`src/rtl/clkmon_pkg.sv`:
```
package clkmon_pkg;

   typedef enum logic [1:0] {
      SEL_PLL = 2'b00,
      SEL_SCM = 2'b01,
      SEL_REF = 2'b10,
      SEL_EXT = 2'b11
   } clk_src_e;

   localparam int NUM_MON = 2;
   localparam int MON_REF = 0;
   localparam int MON_FB  = 1;

endpackage

```
`src/rtl/clkmon_sync.sv`:
```
module clkmon_sync #(
   parameter int STAGES = 2
) (
   input  logic clk,
   input  logic rst_n,
   input  logic d,
   output logic q
);

   generate
      if (STAGES < 2) begin : g_bad_stages
         $error("clkmon_sync: STAGES must be at least 2");
      end
   endgenerate

   logic [STAGES-1:0] chain;

   always_ff @(posedge clk or negedge rst_n) begin
      if (!rst_n) chain <= '0;
      else        chain <= {chain[STAGES-2:0], d};
   end

   assign q = chain[STAGES-1];

endmodule

```
`src/rtl/clkmon_window.sv`:
```
module clkmon_window #(
   parameter int WIN_LEN = 32
) (
   input  logic clk,
   input  logic rst_n,
   output logic win_last
);

   localparam int WIN_W = (WIN_LEN > 2) ? $clog2(WIN_LEN) : 1;

   generate
      if (WIN_LEN < 2) begin : g_bad_win
         $error("clkmon_window: WIN_LEN must be at least 2");
      end
   endgenerate

   logic [WIN_W-1:0] wcnt;

   assign win_last = (wcnt == WIN_W'(WIN_LEN - 1));

   always_ff @(posedge clk or negedge rst_n) begin
      if (!rst_n)        wcnt <= '0;
      else if (win_last) wcnt <= '0;
      else               wcnt <= wcnt + WIN_W'(1);
   end

endmodule

```
`src/rtl/clkmon_meter.sv`:
```
module clkmon_meter #(
   parameter int CNT_W       = 8,
   parameter int SYNC_STAGES = 2
) (
   input  logic             clk,
   input  logic             rst_n,
   input  logic             clk_in,
   input  logic             win_last,
   input  logic [CNT_W-1:0] min_edges,
   output logic             slow
);

   localparam logic [CNT_W-1:0] CNT_MAX = '1;

   generate
      if (CNT_W < 2) begin : g_bad_cnt
         $error("clkmon_meter: CNT_W must be at least 2");
      end
   endgenerate

   logic             lvl;
   logic             lvl_prev;
   logic             rise;
   logic [CNT_W-1:0] cnt;
   logic [CNT_W-1:0] cnt_inc;

   clkmon_sync #(.STAGES(SYNC_STAGES)) u_sync (
      .clk   (clk),
      .rst_n (rst_n),
      .d     (clk_in),
      .q     (lvl)
   );

   assign rise    = lvl & ~lvl_prev;
   assign cnt_inc = (cnt == CNT_MAX) ? cnt : cnt + CNT_W'(rise);

   always_ff @(posedge clk or negedge rst_n) begin
      if (!rst_n) begin
         lvl_prev <= 1'b0;
         cnt      <= '0;
         slow     <= 1'b0;
      end else begin
         lvl_prev <= lvl;
         if (win_last) begin
            slow <= (cnt_inc < min_edges);
            cnt  <= '0;
         end else begin
            cnt  <= cnt_inc;
         end
      end
   end


   verdict_window_chk: assert property (@(posedge clk) disable iff (!rst_n)
      !$past(win_last) |-> $stable(slow));

endmodule

```
`src/rtl/clkmon_ctrl.sv`:
```
module clkmon_ctrl
   import clkmon_pkg::*;
#(
   parameter int RST_HOLD = 4
) (
   input  logic     clk,
   input  logic     rst_n,
   input  logic     ext_mode,
   input  logic     mon_en,
   input  logic     lol_rst_en,
   input  logic     loc_rst_en,
   input  logic     lock_s,
   input  logic     ref_slow,
   input  logic     fb_slow,
   input  logic [1:0] rsr_clr,
   output logic     in_rst,
   output clk_src_e fo,
   output logic     lock_sticky,
   output logic     lol_flag,
   output logic     loc_flag,
   output logic     rsr_lol,
   output logic     rsr_loc
);

   localparam int HOLD_W = $clog2(RST_HOLD + 1);

   generate
      if (RST_HOLD < 1) begin : g_bad_hold
         $error("clkmon_ctrl: RST_HOLD must be at least 1");
      end
   endgenerate

   logic [HOLD_W-1:0] hold;
   logic              loc_ev;
   logic              lol_ev;
   logic              trig_lol;
   logic              trig_loc;
   logic              exit_ok;

   assign loc_ev   = mon_en & ~ext_mode & (ref_slow | fb_slow) & ~in_rst;
   assign lol_ev   = ~ext_mode & lock_sticky & ~lock_s & ~in_rst;
   assign trig_lol = lol_ev & lol_rst_en;
   assign trig_loc = loc_ev & loc_rst_en;
   assign exit_ok  = ext_mode | (~ref_slow & lock_s);

   always_ff @(posedge clk or negedge rst_n) begin
      if (!rst_n) begin
         in_rst      <= 1'b1;
         hold        <= HOLD_W'(RST_HOLD);
         fo          <= SEL_PLL;
         lock_sticky <= 1'b0;
         lol_flag    <= 1'b0;
         loc_flag    <= 1'b0;
         rsr_lol     <= 1'b0;
         rsr_loc     <= 1'b0;
      end else begin
         rsr_lol <= trig_lol | (rsr_lol & ~rsr_clr[0]);
         rsr_loc <= trig_loc | (rsr_loc & ~rsr_clr[1]);
         if (in_rst) begin
            fo          <= SEL_PLL;
            lock_sticky <= 1'b0;
            lol_flag    <= 1'b0;
            loc_flag    <= 1'b0;
            if (hold != '0)   hold   <= hold - HOLD_W'(1);
            else if (exit_ok) in_rst <= 1'b0;
         end else begin
            lock_sticky <= lock_s & ~ext_mode;
            lol_flag    <= lol_flag | lol_ev;
            loc_flag    <= loc_flag | loc_ev;
            if (fo == SEL_PLL && loc_ev)
               fo <= ref_slow ? SEL_SCM : SEL_REF;
            if (trig_lol | trig_loc) begin
               in_rst <= 1'b1;
               hold   <= HOLD_W'(RST_HOLD);
            end
         end
      end
   end


   failover_latch_chk: assert property (@(posedge clk) disable iff (!rst_n)
      ($past(!in_rst) && $past(fo) != SEL_PLL) |-> fo == $past(fo));


   reset_cause_chk: assert property (@(posedge clk) disable iff (!rst_n)
      $rose(in_rst) |-> (rsr_lol || rsr_loc));


   flags_wiped_chk: assert property (@(posedge clk) disable iff (!rst_n)
      (in_rst && $past(in_rst)) |-> (!lol_flag && !loc_flag && !lock_sticky));


   ext_inert_chk: assert property (@(posedge clk) disable iff (!rst_n)
      $past(ext_mode) |-> (!$rose(loc_flag) && !$rose(lol_flag)));


   exit_cond_chk: assert property (@(posedge clk) disable iff (!rst_n)
      $fell(in_rst) |-> ($past(ext_mode) || ($past(lock_s) && !$past(ref_slow))));

endmodule

```
`src/rtl/clk_loss_guard.sv`:
```
module clk_loss_guard
   import clkmon_pkg::*;
#(
   parameter int CNT_W       = 8,
   parameter int WIN_LEN     = 32,
   parameter int RST_HOLD    = 4,
   parameter int SYNC_STAGES = 2
) (
   input  logic             clk,
   input  logic             por_n,
   input  logic             ref_clk_in,
   input  logic             fb_clk_in,
   input  logic             pll_lock_in,
   input  logic             mon_en,
   input  logic             lol_rst_en,
   input  logic             loc_rst_en,
   input  logic             ext_mode,
   input  logic [CNT_W-1:0] min_edges,
   input  logic [1:0]       rsr_clr,
   output logic             rst_req,
   output logic [1:0]       clk_sel,
   output logic             st_lock,
   output logic             st_lock_sticky,
   output logic             st_lol,
   output logic             st_loc,
   output logic             rsr_lol,
   output logic             rsr_loc
);

   logic [NUM_MON-1:0] mon_in;
   logic [NUM_MON-1:0] mon_slow;
   logic               win_last;
   logic               lock_s;
   clk_src_e           fo;

   assign mon_in[MON_REF] = ref_clk_in;
   assign mon_in[MON_FB]  = fb_clk_in;

   clkmon_window #(.WIN_LEN(WIN_LEN)) u_win (
      .clk      (clk),
      .rst_n    (por_n),
      .win_last (win_last)
   );

   generate
      for (genvar i = 0; i < NUM_MON; i++) begin : g_meter
         clkmon_meter #(.CNT_W(CNT_W), .SYNC_STAGES(SYNC_STAGES)) u_meter (
            .clk       (clk),
            .rst_n     (por_n),
            .clk_in    (mon_in[i]),
            .win_last  (win_last),
            .min_edges (min_edges),
            .slow      (mon_slow[i])
         );
      end
   endgenerate

   clkmon_sync #(.STAGES(SYNC_STAGES)) u_lock_sync (
      .clk   (clk),
      .rst_n (por_n),
      .d     (pll_lock_in),
      .q     (lock_s)
   );

   clkmon_ctrl #(.RST_HOLD(RST_HOLD)) u_ctrl (
      .clk         (clk),
      .rst_n       (por_n),
      .ext_mode    (ext_mode),
      .mon_en      (mon_en),
      .lol_rst_en  (lol_rst_en),
      .loc_rst_en  (loc_rst_en),
      .lock_s      (lock_s),
      .ref_slow    (mon_slow[MON_REF]),
      .fb_slow     (mon_slow[MON_FB]),
      .rsr_clr     (rsr_clr),
      .in_rst      (rst_req),
      .fo          (fo),
      .lock_sticky (st_lock_sticky),
      .lol_flag    (st_lol),
      .loc_flag    (st_loc),
      .rsr_lol     (rsr_lol),
      .rsr_loc     (rsr_loc)
   );

   assign clk_sel = ext_mode ? SEL_EXT : fo;
   assign st_lock = lock_s & ~ext_mode;


   ext_select_chk: assert property (@(posedge clk) disable iff (!por_n)
      (ext_mode && $past(ext_mode)) |-> (!st_lock && !$rose(rst_req)));

endmodule

```
`config.mk`:
```
export PLATFORM = sky130hd
export DESIGN_NAME = clk_loss_guard
export DESIGN_NICKNAME = d
export VERILOG_FILES = /design/src/rtl/clkmon_pkg.sv /design/src/rtl/clkmon_sync.sv /design/src/rtl/clkmon_window.sv /design/src/rtl/clkmon_meter.sv /design/src/rtl/clkmon_ctrl.sv /design/src/rtl/clk_loss_guard.sv
export SDC_FILE = /design/constraint.sdc
export NUM_CORES = 1
export LEC_CHECK = 0
export BUFFER_PORTS_ARGS = -buffer_cell sky130_fd_sc_hd__buf_2
export CORE_ASPECT_RATIO = 2
export CORE_MARGIN = 2
export CORE_UTILIZATION = 30
export DETAILED_ROUTE_END_ITERATION = 8
export GPL_TIMING_DRIVEN = 0
export SLEW_MARGIN = 20
export SYNTH_ARGS = -nofsm -noshare
export SYNTH_HDL_FRONTEND = slang
export SYNTH_SLANG_ARGS = --single-unit
```
`constraint.sdc`:
```
create_clock -name clk -period 2.63 [get_ports clk]
set_input_delay 0.1315 -clock clk [delete_from_list [all_inputs] [get_ports clk]]
set_output_delay 0.1315 -clock clk [all_outputs]
set_load 0.01 [all_outputs]
```
# Yosys cells after proc, flatten, opt, wreduce, memory -nomap -nowiden
# Cells that the tools add are included.
# classes
n_lt_le_gt_ge	2
eq_ne	4
multipliers	0
reduce_logical	6
bitwise_logic	29
shift	0
div	0
muxes	19
add_sub_neg	4
# ops
cell	n
8-bit 2-to-1 mux	4
8-bit by 1-bit adder with 8-bit output	2
8-bit equality test (second input constant)	2
8-bit < comparator	2
1-bit bitwise AND	14
3-bit 2-to-1 mux	3
2-bit 2-to-1 mux	4
1-bit inverter	8
1-bit 2-to-1 mux	7
1-bit OR	7
5-bit by 1-bit adder with 5-bit output (second input constant)	1
5-bit equality test (second input constant)	1
5-bit 2-to-1 mux	1
2-bit nonzero test	2
3-bit nonzero test	1
3-bit by 1-bit subtractor with 3-bit output (second input constant)	1
2-bit logical NOT	1
2-bit != test (second input constant)	1
2-bit AND reduction	1
1-bit logical AND	1
# totals
ram_bits	0
memories	0
latch_bits	0
mem_bits_ro	0
regBits	42
input_bits	19

# Depth between registers and ports, before layout
# depth
depth_word	8
depth_mapped	12
mapped_depth_nobuf	12

# Cells and area by module
# Synthesis repeated with hierarchy kept, for this count alone.
# unflattened
cells_unflattened	234
hier_area_um2	2373.5
# by_module_without_submodules
mod	area_per_inst_um2	seq_area_each_um2	n_inst	cells_per_inst
clkmon_meter	718.2	250.2	2	79
clkmon_ctrl	559.3	277.8	1	52
clkmon_window	209.0	125.1	1	15
clkmon_sync	50.0	50.0	3	2
clk_loss_guard	18.8	0.0	1	3

# Worst setup path after synthesis
# No wires, ideal clock.
# synth_path
kind	reg-to-reg
from	register g_meter[0].u_meter.u_sync.chain[1]
to	register g_meter[0].u_meter.slow
stages_incl_launch_ff	13
setup_slack_ns	0.551
period_less_slack_ns	2.079
setup_time_ns	0.134
path_buffers	0
required_ns	2.496
arrival_ns	1.945
path_cell_list	dfrtp_1 -> nor2b_1 -> ha_1 -> ha_1 -> nand3_1 -> nor2_1 -> xnor2_1 -> nand2_1 -> ha_1 -> nand4_1 -> a21o_1 -> a31oi_1 -> o22ai_1
# synth_via
elab_chain_cells	4
# synth_rtl
element	line_no	rtl
start, declared	clkmon_sync.sv:16	logic [STAGES-1:0] chain;
start signal, assigned	clkmon_sync.sv:20	else chain <= {chain[STAGES-2:0], d};
1-bit bitwise AND	clkmon_meter.sv:34	assign rise = lvl & ~lvl_prev;
8-bit by 1-bit adder with 8-bit output	clkmon_meter.sv:35	assign cnt_inc = (cnt == CNT_MAX) ? cnt : cnt + CNT_W'(rise);
8-bit 2-to-1 mux	clkmon_meter.sv:35	
8-bit < comparator	clkmon_meter.sv:45	slow <= (cnt_inc < min_edges);
end signal, assigned	clkmon_meter.sv:45	
end, declared	clkmon_meter.sv:10	output logic slow
# No other way between the ends.
# A chain may end at the register's enable or synchronous reset.

# Worst setup path in the final report
# layout_path
from	register g_meter[1].u_meter.lvl_prev
to	register g_meter[1].u_meter.slow
# layout_via
elab_chain_cells	5
# layout_rtl
element	line_no	rtl
start, declared	clkmon_meter.sv:22	logic lvl_prev;
start signal, assigned	clkmon_meter.sv:43	lvl_prev <= lvl;
1-bit inverter	clkmon_meter.sv:34	
1-bit bitwise AND	clkmon_meter.sv:34	
8-bit by 1-bit adder with 8-bit output	clkmon_meter.sv:35	
8-bit 2-to-1 mux	clkmon_meter.sv:35	
8-bit < comparator	clkmon_meter.sv:45	
end signal, assigned	clkmon_meter.sv:45	
end, declared	clkmon_meter.sv:10	
# No other way between the ends.

==> run metrics <==
status complete, but fails checks; failing checks negative hold slack; Mapped Nets 255; setup repair after global routing missed its margin false; largest net degree at the start of global routing between 40 and 50; WL/cell 13.7 um; Final min period 2.40 ns; Sw Ratio 32.4%; slowest cell delay on critical path approximately 0.5 ns; Worst-Margin Slew between 0.9 and 1 ns; worst min-delay path class input port to asynchronous set/reset pin; Post-Synthesis Cells 214; top cells by area, synth dfrtp_1, ha_1, a21oi_1; Critical Path AT 2.60 ns; Post-synth EDFFs 0; Startpoint Class register; final wirelength around 4.7 mm; max cap viols 0; most frequent cell after synthesis dfrtp_1; Worst Skew ~0.0057 ns; Iter 0 DRT Violations 48; post-synthesis async set-or-reset flop share 100%; Die ar. approximately 8000 um2; period utilisation layout between 90% and 100%; CP Class register to register; Post-synth top cells dfrtp_1, ha_1, nand2_1; Tot GR Track Use 13.3%; mapped cell area between 2000 and 2500 um2; area fraction of the dominant cell type after synthesis 46.1%; CTS tree built; Pint about 0.0013 W; Crit path required time 2.83 ns; DRT antenna net count 0; Rows 43; P&R area growth vs syn 19.9%; antenna violations before repair 0; delay-heaviest family, CP compound AO/OA/AOI/OAI gates; CP max stage cell a2111oi_0; global-route wire length before repair between 8 and 9 mm; DP HPWL 3.53 mm; crit end category register; combinational group share of total power 24.4%; YS warnings 0; Final Max Slew Viols 0; crit-path cells nor2b_1 -> ha_1 -> nand3_1 -> xor2_1 -> nand2_1 -> ha_1 -> a2111oi_0 -> nand3_1 -> a32oi_1; area leader, netlist dfrtp_1; Slew HR 38.1%; clk sinks 42; Buf+Inv Stages, Crit Path 0; CTS buffer count 5; worst-path fanout max 3; clock power share 32.0%; Fin Hold WS -0.0319 ns; Total Nets Final 292; upper clock frequency limit 0.417 GHz; prevailing post-synth register cell dfrtp_1; TritonRoute pass-1 iters 4; buffers added on ports 27; Residual DRC 0; Peak supply drop 0.000297 V; Reg power frac 43.5%; later-pin clock latency in the skew report 0.30 ns; GP Congestion 0.759; cell area power density around 760 nW/um2; vias per inst 4.75; final core occ ~37%; Hold Fails Final Rpt 40; syn_area_per_cell roughly 10 um2; n_diodes 0; H-tree Lvls 2; Seq/Total Area, Yosys 48.5%; NetSw 0.000640 W; core region area 6990 um2; CTS clk-pin slew, worst paths about 0.07 ns; routed via count ~1,600; Leak Pwr 1.28 nW; #FFs+latches synth 42; setup violators final 0; Die Wd 64.2 um; clk root buf clkbuf_16; vias in the first global route 1,790; share of post-route cells with drive strength above 1 19.8%; CTS Buffer Depth 2; Tot Pwr 0.00198 W; I/O pin count 28; Yosys cell types 37; Initial Util between 30% and 40%; Die Height between 100 and 150 um; gr ovfl total 0
==> routing by layer <==
metal	GRT usage, %	up-vias	part of all wire [%]
li1	-	813	-
met1	11.1	787	33
met2	27.0	17	62
met3	2.35	9	2.1
met4	7.76	0	3.5
met5	0	-	0
==> cell families (layout without fill, tap and decap cells) <==
kind of cell    after synthesis  in the layout  share of synthesized area [%]
compound gates               39             39                           11.0
xor+xnor                     11             11                           4.44
flops                        42             42                           48.5
fa+ha+maj                    22             22                           12.7
buf+inv                      24             62                           4.55
simple gates                 73             73                           17.3
mux                           3              3                           1.56
==> cells in the final DEF (no fill, tap or decap), types with 4 or more instances in the layout <==
| cell type | count |
|---|---|
| clkbuf_16 | 5 |
| xnor2_1 | 6 |
| dfrtp_1 | 40 |
| o211ai_1 | 4 |
| nand4_1 | 5 |
| nand2_1 | 22 |
| inv_1 | 20 |
| nand3_1 | 9 |
| nor2b_1 | 8 |
| o21ai_0 | 7 |
| nand2b_1 | 4 |
| buf_2 | 28 |
| ha_1 | 22 |
| nor2_1 | 11 |
| xor2_1 | 5 |
| a21oi_1 | 17 |
==> sequential cells by signal (all words and copies together) (netlist names) <==
signal	flops
u_ctrl.fo	2
u_ctrl.loc_flag	1
g_meter.u_meter.cnt	16
g_meter.u_meter.u_sync.chain	4
g_meter.u_meter.lvl_prev	2
u_win.wcnt	5
g_meter.u_meter.slow	2
u_ctrl.in_rst	1
u_ctrl.lol_flag	1
u_ctrl.lock_sticky	1
u_ctrl.rsr_lol	1
u_lock_sync.chain	2
u_ctrl.hold	3
u_ctrl.rsr_loc	1
==> metrics by stage <==
step / worst slack [ns] / area [um2] / std cells / setup TNS, ns
global placement: -0.0643 / 2420 / 331 / -0.0643
detailed placement: -0.0553 / 2420 / 331 / -0.0553
CTS: 0.0753 / 2600 / 342 / 0
floorplan: 0.551 / 2170 / 214 / 0
global route: 0.0509 / 2610 / 342 / 0
finish: 0.234 / 2610 / 342 / 0
==> power by group through the flow <==
stage          Sequential (W)  Combinational (W)  Clock [W]
2_1_floorplan        0.000852           0.000335          0
3_3_place_gp         0.000866           0.000462          0
3_5_place_dp         0.000870           0.000478          0
4_1_cts              0.000860           0.000490   0.000655
5_1_grt              0.000874           0.000572   0.000683
6_report             0.000860           0.000482   0.000633
==> final timing paths <==
check | from | endpoint | slack, ns | depth (start not counted)
max in group asynchronous | por_n | u_lock_sync.chain[1]$_DFF_PN0_ | 2.07 | 1
setup / recovery | g_meter[1].u_meter.lvl_prev$_DFF_PN0_ | g_meter[1].u_meter.slow$_DFFE_PN0P_ | 0.23 | 9
min in group clk | rsr_clr[0] | u_ctrl.rsr_lol$_DFF_PN0_ | 0.01 | 2
hold reg to reg | g_meter[0].u_meter.u_sync.chain[0]$_DFF_PN0_ | g_meter[0].u_meter.u_sync.chain[1]$_DFF_PN0_ | 0.35 | 0
setup reg to reg | g_meter[1].u_meter.lvl_prev$_DFF_PN0_ | g_meter[1].u_meter.slow$_DFFE_PN0P_ | 0.23 | 9
hold / removal | por_n | g_meter[1].u_meter.u_sync.chain[0]$_DFF_PN0_ | -0.03 | 1
==> repair_timing <==
action,4_1_cts,5_1_grt
setup buffers,0,0
setup endpoints to repair,1,1
resized for setup,1,1
hold buffers,3,0
hold endpoints to repair,3,0
==> layout make-up <==
class,count,area [um2]
Timing Repair Buffer,30,165
Inverter,20,75.1
Clock buffer,5,125
Buffer,4,23.8
Fill cell,750,4390
Sequential cell,42,1050
Multi-Input combinational cell,148,1030
Clock inverter,3,23.8
Tap cell,90,113
No activity file was read; power rests on OpenSTA's default activity.
